**config.mk**
```make
export PLATFORM = sky130hd
export DESIGN_NAME = sg_dma_ctrl
export DESIGN_NICKNAME = d
export VERILOG_FILES = /design/src/rtl/sg_dma_pkg.sv /design/src/rtl/sg_cmd_decode.sv /design/src/rtl/sg_req_arb.sv /design/src/rtl/sg_slot_tracker.sv /design/src/rtl/sg_dma_ctrl.sv
export SDC_FILE = /design/constraint.sdc
export NUM_CORES = 1
export LEC_CHECK = 0
export BUFFER_PORTS_ARGS = -buffer_cell sky130_fd_sc_hd__buf_4
export CAP_MARGIN = 20
export CORE_AREA = 5 5 42 44
export CTS_BUF_LIST = sky130_fd_sc_hd__clkbuf_4 sky130_fd_sc_hd__clkbuf_8
export DETAILED_ROUTE_END_ITERATION = 6
export DIE_AREA = 0 0 47 49
export GPL_ROUTABILITY_DRIVEN = 0
export GPL_TIMING_DRIVEN = 0
export MAX_ROUTING_LAYER = met4
export PLACE_DENSITY = 0.71
export SKIP_LAST_GASP = 1
export SYNTH_ARGS = -nofsm -noshare
export SYNTH_HDL_FRONTEND = slang
export SYNTH_HIERARCHICAL = 1
export SYNTH_SLANG_ARGS = --single-unit
```
**constraint.sdc**
```tcl
create_clock -name clk -period 3 [get_ports clk]
set_input_delay 0.3 -clock clk [delete_from_list [all_inputs] [get_ports clk]]
set_output_delay 0.3 -clock clk [all_outputs]
set_load 0.02 [all_outputs]
```
**src/rtl/sg_dma_pkg.sv**
```systemverilog
// Shared definitions for the scatter-gather channel controller.
// Assumes an 8-bit command byte and an 8-bit status byte.
package sg_dma_pkg;
    localparam int CMD_W  = 8;
    localparam int STAT_W = 8;

    typedef enum logic [1:0] {
        SG_NOP   = 2'b00,
        SG_START = 2'b01,
        SG_STOP  = 2'b10,
        SG_RSVD  = 2'b11
    } sg_code_e;

    // Status bit positions
    localparam int ST_ACTIVE = 0;
    localparam int ST_BEMPTY = 1;
    localparam int ST_CEMPTY = 2;
    localparam int ST_TERM   = 3;
    localparam int ST_NULL   = 4;
    localparam int ST_SEL    = 7;
endpackage

```
**src/rtl/sg_cmd_decode.sv**
```systemverilog
// Command decoder: turns a command write into start and stop pulses and
// holds the termination selection, which changes only under bit 6.
// Assumes cmd_wr is a single-cycle strobe.
module sg_cmd_decode
    import sg_dma_pkg::*;
#(
    parameter int W = CMD_W
) (
    input  logic         clk,
    input  logic         rst_n,
    input  logic         master_clr,
    input  logic         cmd_wr,
    input  logic [W-1:0] cmd_byte,
    output logic         start_p,
    output logic         stop_p,
    output logic         sel_eop
);
    sg_code_e code;

    // Decode the command code of the current write
    always_comb begin
        code    = sg_code_e'(cmd_byte[1:0]);
        start_p = cmd_wr && (code == SG_START);
        stop_p  = cmd_wr && (code == SG_STOP);
    end

    // Sticky termination selection, written only when bit 6 is set
    always_ff @(posedge clk) begin
        if (!rst_n || master_clr)
            sel_eop <= 1'b0;
        else if (cmd_wr && cmd_byte[6])
            sel_eop <= cmd_byte[7];
    end

    a_r5_sel_hold: assert property (@(posedge clk) disable iff (!rst_n)
        (cmd_wr && !cmd_byte[6] && !master_clr) |=> $stable(sel_eop));
    a_r5_sel_load: assert property (@(posedge clk) disable iff (!rst_n)
        (cmd_wr && cmd_byte[6] && !master_clr) |=> (sel_eop == $past(cmd_byte[7])));
endmodule

```
**src/rtl/sg_req_arb.sv**
```systemverilog
// In-channel arbitration: the transfer request outranks the prefetch.
// Assumes the channel is enabled only while it is active and unmasked.
module sg_req_arb (
    input  logic en,
    input  logic xfer_req,
    input  logic pf_pend,
    output logic chan_req,
    output logic chan_fetch
);
    // Combine the requests and give priority to the transfer
    always_comb begin
        chan_req   = en && (xfer_req || pf_pend);
        chan_fetch = en && pf_pend && !xfer_req;
    end

    always_comb begin
        a_r7_xfer_wins: assert (!(xfer_req && chan_fetch));
    end
endmodule

```
**src/rtl/sg_slot_tracker.sv**
```systemverilog
// Slot tracker: keeps the base and current slots, the prefetch request,
// the list state, and the termination outputs.
// Assumes fetch_take only arrives while the base slot is empty.
module sg_slot_tracker (
    input  logic clk,
    input  logic rst_n,
    input  logic master_clr,
    input  logic start_p,
    input  logic stop_p,
    input  logic sel_eop,
    input  logic fetch_take,
    input  logic fetch_last,
    input  logic buf_done,
    output logic active,
    output logic base_full,
    output logic cur_full,
    output logic term,
    output logic nxt_null,
    output logic mask,
    output logic pf_pend,
    output logic eop_pulse,
    output logic term_irq
);
    logic promote, finish;

    // Decide whether the slots advance or the list ends this cycle
    always_comb begin
        promote = active && base_full && (!cur_full || buf_done);
        finish  = active && !promote && buf_done && cur_full && nxt_null;
    end

    // Channel list state machine
    always_ff @(posedge clk) begin
        if (!rst_n || master_clr) begin
            active    <= 1'b0;
            base_full <= 1'b0;
            cur_full  <= 1'b0;
            term      <= 1'b0;
            nxt_null  <= 1'b0;
            mask      <= 1'b1;
            pf_pend   <= 1'b0;
            eop_pulse <= 1'b0;
            term_irq  <= 1'b0;
        end else begin
            eop_pulse <= 1'b0;
            if (start_p) begin
                active    <= 1'b1;
                base_full <= 1'b0;
                cur_full  <= 1'b0;
                term      <= 1'b0;
                nxt_null  <= 1'b0;
                mask      <= 1'b0;
                pf_pend   <= 1'b1;
                term_irq  <= 1'b0;
            end else if (stop_p) begin
                active  <= 1'b0;
                term    <= 1'b1;
                mask    <= 1'b1;
                pf_pend <= 1'b0;
            end else if (active) begin
                if (fetch_take) begin
                    base_full <= 1'b1;
                    nxt_null  <= fetch_last;
                    pf_pend   <= 1'b0;
                end
                if (promote) begin
                    base_full <= 1'b0;
                    cur_full  <= 1'b1;
                    pf_pend   <= !nxt_null;
                end else if (buf_done && cur_full) begin
                    cur_full <= 1'b0;
                    if (finish) begin
                        active <= 1'b0;
                        term   <= 1'b1;
                        if (sel_eop) eop_pulse <= 1'b1;
                        else         term_irq  <= 1'b1;
                    end
                end
            end
        end
    end

    a_r2_start_state: assert property (@(posedge clk) disable iff (!rst_n)
        (start_p && !master_clr) |=> (active && !base_full && !cur_full && !term && pf_pend && !mask));
    a_r3_stop_state: assert property (@(posedge clk) disable iff (!rst_n)
        (stop_p && !start_p && !master_clr) |=> (!active && term && mask && !pf_pend));
    a_r10_eop_single: assert property (@(posedge clk) disable iff (!rst_n)
        eop_pulse |=> !eop_pulse);
    a_r10_eop_sel: assert property (@(posedge clk) disable iff (!rst_n)
        $rose(eop_pulse) |-> (sel_eop && term && !active));
    a_r11_irq_hold: assert property (@(posedge clk) disable iff (!rst_n)
        (term_irq && !start_p && !master_clr) |=> term_irq);
endmodule

```
**src/rtl/sg_dma_ctrl.sv**
```systemverilog
// Top of the scatter-gather channel controller. Connects the decoder,
// the slot tracker and the in-channel arbiter, and packs the status byte.
// Assumes a synchronous active-low reset.
module sg_dma_ctrl
    import sg_dma_pkg::*;
#(
    parameter int CW = CMD_W,
    parameter int SW = STAT_W
) (
    input  logic          clk,
    input  logic          rst_n,
    input  logic          master_clr,
    input  logic          cmd_wr,
    input  logic [CW-1:0] cmd_byte,
    input  logic          xfer_req,
    input  logic          fetch_ack,
    input  logic          fetch_last,
    input  logic          buf_done,
    output logic          chan_req,
    output logic          chan_fetch,
    output logic          chan_mask,
    output logic [SW-1:0] sg_status,
    output logic          eop_pulse,
    output logic          term_irq
);
    logic start_p, stop_p, sel_eop;
    logic active, base_full, cur_full, term, nxt_null, pf_pend;

    sg_cmd_decode #(.W(CW)) u_dec (
        .clk(clk), .rst_n(rst_n), .master_clr(master_clr),
        .cmd_wr(cmd_wr), .cmd_byte(cmd_byte),
        .start_p(start_p), .stop_p(stop_p), .sel_eop(sel_eop)
    );

    sg_slot_tracker u_trk (
        .clk(clk), .rst_n(rst_n), .master_clr(master_clr),
        .start_p(start_p), .stop_p(stop_p), .sel_eop(sel_eop),
        .fetch_take(fetch_ack && chan_fetch), .fetch_last(fetch_last),
        .buf_done(buf_done),
        .active(active), .base_full(base_full), .cur_full(cur_full),
        .term(term), .nxt_null(nxt_null), .mask(chan_mask),
        .pf_pend(pf_pend), .eop_pulse(eop_pulse), .term_irq(term_irq)
    );

    sg_req_arb u_arb (
        .en(active && !chan_mask), .xfer_req(xfer_req), .pf_pend(pf_pend),
        .chan_req(chan_req), .chan_fetch(chan_fetch)
    );

    // Pack the status byte
    always_comb begin
        sg_status            = '0;
        sg_status[ST_ACTIVE] = active;
        sg_status[ST_BEMPTY] = !base_full;
        sg_status[ST_CEMPTY] = !cur_full;
        sg_status[ST_TERM]   = term;
        sg_status[ST_NULL]   = nxt_null;
        sg_status[ST_SEL]    = sel_eop;
    end

    a_r1_clear_state: assert property (@(posedge clk)
        (!rst_n || master_clr) |=> (sg_status == 8'h06 && chan_mask && !term_irq && !eop_pulse));
    a_r10_irq_sel: assert property (@(posedge clk) disable iff (!rst_n)
        $rose(term_irq) |-> (!sg_status[ST_SEL] && sg_status[ST_TERM]));
endmodule

```
==> metrics.txt, run 1 <==
drt total wl=about 1200 µm; GR Overflow Total=0; layout cells sized above 1=just over 40%; Yosys reg bits=10; depth of the worst register-to-register path=6; io pins=29; total track usage=between 10% and 20%; Die ar.=between 2000 and 2500 µm²; Post-Place Setup Slack=between 1000 and 1500 ps; Fin Setup TNS=0 ps; 1st-iter DRT viols=8; Hold Path Sink=u_trk/nxt_null$_SDFFE_PP0P_; Area Growth Syn to Fin=41.6%; hold depth=3; hold path startpoint=fetch_last; Clk Latency, worst-skew pair=260 ps; Setup Skew=0.546 ps; CP max FO=7; cell taking the most area after synthesis=dfxtp_1; final hold violation count=0; DR pass1 iterations=4; FF-to-FF setup slack=approximately 1600 ps; Max rail drop VDD=roughly 260 µV; r2r endpoint=u_trk/nxt_null$_SDFFE_PP0P_; Die Ht=49 µm; Avg Cell Area, Syn=8.47 µm²; sequential share of the synthesized area=37.0%; reported max-cap violation count=0; status=complete, no violations; CTS tree=built; post-route setup slack=1520 ps; first-pass GRT wire length=approximately 1900 µm; clock root buffer=clkbuf_4; initial core utilization=38.7%; Lkg Pwr=0.349 nW; H-tree levels=1; Final ANT Viol Nets=0; Core Region=about 1400 µm²; cts repair resizes=0; Max clock buf depth=2; Post-route DRC=0; power per cell area=between 300 and 400 nW/µm²; unrepaired setup endpoints after global routing=no; port bufs=22; Final Max Tran Viols=0; dominant cells by area after synthesis=dfxtp_1 (37%), buf_4 (8.3%), nor2_1 (5.5%), nand2b_1 (4.6%), nor2b_1 (3.5%); Tmin final=about 1500 ps; Tcrit/Tclk final=roughly half; critical path data arrival time=roughly 1200 ps; hold crit path type=input pin to flip-flop; # diodes=0; routed length per placed instance=between 10 and 15 µm; postcts setup bufs=0; Syn Inst Count=between 60 and 70; kind of end point of the critical path=primary output; FF-to-FF Start=u_trk/active$_SDFF_PP0_; initial antenna violation count=0; YS warnings=6; Critical Path RT=around 2700 ps; Worst-path clk slew=70 ps; Die W=about 47 µm; # clock sinks=10; DR vias=519; vias per cell=between 4 and 5; nets=~110; Setup violations, final=0; Max Clock Freq=roughly 0.68 GHz; pin count of the biggest net entering global routing=8; vias in the first global route=477; Syn Std Cell Area=around 540 µm²; share of the synthesized area in the top cell type=about 37%; critical path class=flip-flop to primary output; critical path launch point type=flip-flop; CTS buffer count=3; Final HPWL DP=958 µm; row count=14; Distinct cells, synth=28; Post-CTS Hold Fix Bufs=0
[layout by cell type, fill, tap and decap left out]
cell,netlist,routed
and3_1,1,1
o2111ai_1,1,1
a21oi_2,1,1
conb_1,1,2
and2_1,1,1
o41a_1,1,1
nand3_1,2,2
buf_4,6,28
nand4_1,1,1
a22o_2,1,1
nand2_1,3,3
o21a_1,1,1
nand3b_1,1,1
clkbuf_8,0,1
nor2b_1,3,3
mux2i_1,1,1
a21bo_1,1,1
clkbuf_4,0,3
o21ai_0,2,2
nor2b_4,1,1
o2bb2ai_1,1,1
and3b_2,1,1
nor2_1,8,8
or3b_4,1,1
a21oi_1,3,3
or3_1,2,2
inv_1,4,4
and3b_1,1,1
dfxtp_1,10,10
nand2b_1,4,4
[worst max-delay path: stages, from the launching register on]
cell and delay, ps:
dfxtp_1 430, nor2b_4 180, and3b_1 160, buf_4 140
[final cells by class]
class / instances / area, µm²
plain buffers: 6 / 45.0
multi-input cells: 45 / 285
flip-flops and latches: 10 / 200
well taps: 16 / 20.0
clock buffers: 4 / 36.3
fillers: 141 / 634
inverters: 4 / 15.0
repair buffers: 22 / 165
[through the flow]
stage	hold slack [ps]	instances	area, µm²	total power, mW	utilization [%]
2_1_floorplan	426	65	546	0.156	-
3_3_place_gp	462	103	731	0.173	52.1
3_5_place_dp	466	103	731	0.173	52.1
4_1_cts	276	107	767	0.293	54.7
5_1_grt	296	107	767	0.301	54.7
6_report	277	107	767	0.289	54.7
[how the worst max path moves through the flow]
stage,from,depth (start not counted),end
final,u_trk/active$_SDFF_PP0_,3,chan_fetch
after global routing,u_trk/active$_SDFF_PP0_,3,chan_fetch
after CTS,u_trk/active$_SDFF_PP0_,3,chan_fetch
after detailed placement,cmd_wr,6,u_trk/term_irq$_SDFFE_PP0P_
after global placement,cmd_wr,6,u_trk/term_irq$_SDFFE_PP0P_
after floorplan,u_trk/active$_SDFF_PP0_,6,u_trk/nxt_null$_SDFFE_PP0P_
[kinds of logic (layout without fill, tap and decap cells)]
| group | count (synthesis) | count (layout) | share of synthesized area [%] |
|---|---|---|---|
| buffers and inverters | 10 | 36 | 11.1 |
| and+or+nand+nor | 30 | 30 | 32.8 |
| AOI/OAI and AO/OA | 12 | 12 | 16.6 |
| DFF | 10 | 10 | 37.0 |
| muxes | 1 | 1 | 1.85 |
| other | 1 | 2 | 0.692 |
[synthesized netlist by cell type]
library cell  number
a21bo_1            1
a21oi_1            3
a21oi_2            1
a22o_2             1
and2_1             1
and3_1             1
and3b_1            1
and3b_2            1
buf_4              6
conb_1             1
dfxtp_1           10
inv_1              4
mux2i_1            1
nand2_1            3
nand2b_1           4
nand3_1            2
nand3b_1           1
nand4_1            1
nor2_1             8
nor2b_1            3
nor2b_4            1
o2111ai_1          1
o21a_1             1
o21ai_0            2
o2bb2ai_1          1
o41a_1             1
or3_1              2
or3b_4             1
[state kept, by name (all words and copies together) (netlist names)]
name,count
u_trk/nxt_null,1
u_trk/mask,1
u_trk/term_irq,1
u_trk/active,1
u_trk/cur_full,1
u_dec/sel_eop,1
u_trk/pf_pend,1
u_trk/eop_pulse,1
u_trk/term,1
u_trk/base_full,1
[power breakdown]
group	internal [mW]	total [mW]	switching (mW)	leakage, nW
clock network	0.0736	0.118	0.0447	0.0210
logic	0.0193	0.0346	0.0154	0.247
registers	0.134	0.136	0.00160	0.0808
total	0.227	0.289	0.0616	0.349
[routing by layer]
layer / share of wire, % / vias to the layer above / GRT usage, % / wire length [µm]
met3: 5.9 / 2 / 2.21 / 69
met2: 53 / 15 / 18.6 / 618
met1: 40 / 238 / 12.4 / 468
met4: 1.1 / 0 / 5.53 / 13
li1: - / 264 / - / -
met5: 0 / - / - / 0
No activity file was read; power rests on OpenSTA's default activity.
==> run 2: changes to the inputs <==
clock period = 1.4 ns   (was 3 ns; I/O delays follow)
==> metrics.txt, run 2 (synthesis results as in run 1) <==
status=complete, no violations; hold crit path type=input pin to flip-flop; reported max-cap violation count=0 (unchanged); power per cell area=789 nW/µm² (+110%); Max clock buf depth=2 (unchanged); Worst-path clk slew=70 ps (about the same); # clock sinks=10 (unchanged); Max rail drop VDD=489 µV (+87%); routed length per placed instance=11.3 µm (+3.7%); worst path bufs/invs=0 (-1); CTS buffer count=3 (unchanged); DR pass1 iterations=2 (-2); GR Overflow Total=0 (unchanged); Tcrit/Tclk final=between 90% and 100%; Tmin final=about 1300 ps; port bufs=22 (unchanged); layout cells sized above 1=44.1% (+3.4 points); Final ANT Viol Nets=0 (unchanged); io pins=29 (unchanged); initial antenna violation count=0 (unchanged); final hold violation count=0 (unchanged); nets=110 (+1.9%); FF/Latch Area=204 µm² (+1.9%); CTS tree=built; Post-route DRC=0 (unchanged); Lkg Pwr=0.360 nW (+3.1%); CP max-delay cell=dfxtp_4; Post-Place Setup Slack=-9.54 ps (-1450 ps); row count=14 (unchanged); Clk Latency, worst-skew pair=260 ps (about the same); total power=621 µW (+110%); fill cell total of the finished layout=150 (+6.4%); critical path data arrival time=1470 ps (+290 ps); Die W=47 µm (unchanged); clock root buffer=clkbuf_4; cell family with most CP delay=simple AND/OR/NAND/NOR gates; first-pass GRT wire length=2060 µm (+8.0%); initial core utilization=38.7% (unchanged); pin count of the biggest net entering global routing=8 (unchanged); leading cell type in the layout, fill and taps excluded=buf_4; vias in the first global route=539 (+13%); DR vias=535 (+3.1%); CP max FO=4 (-3); critical path launch point type=flip-flop; crit-path max cell delay=350 ps (-80 ps); Final HPWL DP=995 µm (+3.9%); most frequent cells in the layout=buf_4 (30), dfxtp_1 (9), nor2_1 (8); drt total wl=1240 µm (+5.6%); Area Growth Syn to Fin=45.3%; Core Region=1400 µm² (unchanged); Die Ht=49 µm (unchanged); Multi-input gate area=287 µm² (+0.44%); kind of end point of the critical path=flip-flop; Max Clock Freq=around 0.76 GHz; # diodes=0 (unchanged); critical path class=flip-flop to flip-flop; unrepaired setup endpoints after global routing=no; worst hold margin=131 ps (-146 ps); Setup Skew=4.20 ps (+3.65 ps); cells along the critical path=nor2b_4 -> and3b_2 -> and2_1 -> nand3b_1 -> mux2i_1 -> nor2_1; Final Max Tran Viols=0 (unchanged); post-route setup slack=91.5 ps (-1430 ps); 1st-iter DRT viols=5 (-3); total track usage=12.2% (+0.89 points); Critical Path RT=1560 ps (-1140 ps); vias per cell=4.91 (+1.2%); H-tree levels=1 (unchanged); Die ar.=2300 µm² (unchanged); Setup violations, final=0 (unchanged)
run 2: cell count changes in the layout (fill, tap and decap cells not counted):
cell	change
and3b_2	+1
dfxtp_4	+1
and3b_1	-1
buf_4	+2
dfxtp_1	-1
run 2: worst reg2reg max path: stages, from the launching register on:
cell      delay [ps]
dfxtp_4          350
nor2b_4          120
and3b_2          190
and2_1           150
nand3b_1         130
mux2i_1          220
nor2_1            60
run 2: area by class of cell:
cell class | count | share of cell area, %
plain buffers | 6 | 5.72
clock buffers | 4 | 4.61
inverters | 4 | 1.91
multi-input cells | 45 | 36.4
flip-flops and latches | 10 | 25.9
well taps | 16 | 2.54
repair buffers | 24 | 22.9
run 2: through the flow:
step | TNS (ps) | utilization (%) | cells | instance area, µm²
floorplan | 0 | - | 65 | 547
global placement | -11.4 | 52.2 | 103 | 732
CTS | 0 | 54.9 | 107 | 769
detailed placement | -9.54 | 52.2 | 103 | 732
finish | 0 | 56.2 | 109 | 787
global route | 0 | 56.2 | 109 | 787
run 2: where the power goes:
part | internal, mW | switching [mW] | leakage [nW]
Sequential | 0.286 | 0.00300 | 0.0816
Combinational | 0.0428 | 0.0337 | 0.257
Clock | 0.158 | 0.0972 | 0.0210
run 2: final timing paths:
path                               startpoint  slack (ps)  cells after the start                     endpoint
hold reg to reg   u_trk/term_irq$_SDFFE_PP0P_         480                      1  u_trk/term_irq$_SDFFE_PP0P_
setup / recovery      u_trk/active$_SDFF_PP0_          90                      6  u_trk/nxt_null$_SDFFE_PP0P_
setup reg to reg      u_trk/active$_SDFF_PP0_          90                      6  u_trk/nxt_null$_SDFFE_PP0P_
hold / removal                     fetch_last         130                      3  u_trk/nxt_null$_SDFFE_PP0P_
run 2: layer usage:
layer | track usage, % | up-vias | routed length, µm
met5 | - | - | 0
li1 | - | 269 | -
met4 | 4.15 | 0 | 6
met3 | 2.21 | 2 | 48
met2 | 21.3 | 17 | 668
met1 | 13.1 | 247 | 511
run 2: what timing repair did:
item	4_1_cts	5_1_grt
gates resized for setup	1	1
setup endpoints to repair	1	1
setup buffers	0	2
hold endpoints to repair	0	0
pin swaps	0	1
hold buffers	0	0
==> run 3: changes to the inputs <==
CELL_PAD_IN_SITES_DETAIL_PLACEMENT = 1   (was not set)
CELL_PAD_IN_SITES_GLOBAL_PLACEMENT = 1   (was not set)
CORE_AREA = not set   (was 5 5 42 44)
CORE_ASPECT_RATIO = 1.1   (was not set)
CORE_MARGIN = 5   (was not set)
CORE_UTILIZATION = 31   (was not set)
DIE_AREA = not set   (was 0 0 47 49)
PLACE_DENSITY = 0.76   (was 0.71)
clock period = 1.3 ns   (was 1.4 ns; I/O delays follow)
==> metrics.txt, run 3 (synthesis results as in run 1) <==
CTS tree=built; Max rail drop VDD=350 µV (-28%); initial antenna violation count=0 (unchanged); unrepaired setup endpoints after global routing=yes; FF-to-FF Start=u_trk/active$_SDFF_PP0_; DR pass1 iterations=3 (+1); Post-route DRC=0 (unchanged); 1st-iter DRT viols=12 (+7); fin area=771 µm² (-2.1%); Max clock buf depth=2 (unchanged); vias in the first global route=554 (+2.8%); GR Overflow Total=0 (unchanged); # clock sinks=10 (unchanged); critical path data arrival time=1420 ps (-50 ps); post-route setup slack=38.2 ps (-53.3 ps); total power=607 µW (-2.1%); power per cell area=788 nW/µm² (about the same); total track usage=11.6% (-0.61 points); Worst-path clk slew=60 ps (about the same); Die W=49.9 µm (+6.1%); Tcrit/Tclk final=97.1% (+3.6 points); Core Region=1610 µm² (+15%); r2r endpoint=u_trk/nxt_null$_SDFFE_PP0P_; io pins=29 (unchanged); depth of the worst register-to-register path=6 (unchanged); vias per cell=4.85 (-1.1%); critical path launch point type=flip-flop; initial core utilization=33.6% (-5.1 points); Die Ht=53.8 µm (+9.9%); DR vias=524 (-2.1%); Critical Path Start=u_trk/active$_SDFF_PP0_; hold path startpoint=fetch_last; Final Non-Filler Cells=108 (-0.92%); Fin Setup TNS=0 ps (unchanged); Placed Cells=104 (+0.97%); Multi-input gate area=289 µm² (+0.87%); # diodes=0 (unchanged); Die ar.=2680 µm² (+17%); Final Max Tran Viols=0 (unchanged); H-tree levels=1 (unchanged); Setup Skew=2.97 ps (-1.23 ps); port bufs=22 (unchanged); routed length per placed instance=13.0 µm (+14%); hold depth=3 (unchanged); most frequent cells in the layout=buf_4 (29), nor2_1 (8), dfxtp_1 (8); nets=109 (-0.91%); worst hold margin=109 ps (-22.2 ps); pin count of the biggest net entering global routing=8 (unchanged); reported max-cap violation count=0 (unchanged); row count=15 (+1); final hold violation count=0 (unchanged); Critical Path RT=1460 ps (-100 ps); CTS buffer count=3 (unchanged); kind of end point of the critical path=flip-flop; FF/Latch Area=205 µm² (+0.61%); status=complete, no violations; leading cell type in the layout, fill and taps excluded=buf_4; drt total wl=1400 µm (+13%); hold crit path type=input pin to flip-flop; critical path class=flip-flop to flip-flop; Final ANT Viol Nets=0 (unchanged); FF-to-FF setup slack=40 ps (-50 ps); Clk Latency, worst-skew pair=260 ps (about the same); Setup violations, final=0 (unchanged); layout cells sized above 1=45.1% (+0.97 points); clock root buffer=clkbuf_4; fin util=47.8% (-8.4 points); area post-placement=736 µm² (+0.51%); Hold Path Sink=u_trk/nxt_null$_SDFFE_PP0P_; CP max FO=2 (-2); Post-Place Setup Slack=-95.7 ps (-86.2 ps); Tmin final=1260 ps (-46.7 ps); Final HPWL DP=1100 µm (+10%); Max Clock Freq=0.793 GHz (+3.7%); first-pass GRT wire length=2280 µm (+10%); Lkg Pwr=0.348 nW (-3.3%); fill cell total of the finished layout=209 (+39%); Area Growth Syn to Fin=42.3%
-- run 3: area by class of cell --
cell class / count / area share (%)
Multi-Input combinational cell: 45 / 37.5
Timing Repair Buffer: 23 / 22.4
Buffer: 6 / 5.84
Inverter: 4 / 1.95
Clock buffer: 3 / 2.92
Tap cell: 17 / 2.76
Sequential cell: 10 / 26.6
-- run 3: report_power, final --
| part | internal [mW] | switching [mW] |
|---|---|---|
| clock | 0.107 | 0.105 |
| combinational | 0.0455 | 0.0389 |
| sequential | 0.308 | 0.00272 |
-- run 3: worst max path at each step --
stage / end / slack, ps / cells past startpoint
after detailed placement: u_trk/term_irq$_SDFFE_PP0P_ / -100 / 6
after global placement: u_trk/term_irq$_SDFFE_PP0P_ / -100 / 6
after global routing: u_trk/nxt_null$_SDFFE_PP0P_ / -50 / 6
final: u_trk/nxt_null$_SDFFE_PP0P_ / 40 / 6
after CTS: u_trk/nxt_null$_SDFFE_PP0P_ / 10 / 6
after floorplan: u_trk/nxt_null$_SDFFE_PP0P_ / 8 / 6
-- run 3: metal layers --
layer | track usage (%) | up-vias | wire, µm | share of wire, %
met5 | - | - | 0 | 0
met4 | 7.86 | 0 | 33 | 2.4
met3 | 0.831 | 4 | 39 | 2.8
met2 | 20.3 | 15 | 684 | 49
met1 | 12.5 | 238 | 643 | 46
li1 | - | 267 | - | -
-- run 3: timing repair --
item                       CTS  global route
hold buffers                 0             0
setup endpoints to repair    1             2
resized for setup            1             1
pin swaps                    0             1
hold endpoints to repair     0             0
setup buffers                1             0
-- run 3: worst max-delay path, stage by stage (launching register included) --
cell	delay, ps
dfxtp_4	340
nor2b_4	120
and3b_2	190
and2_4	140
nand3b_1	110
mux2i_1	220
nor2_1	50
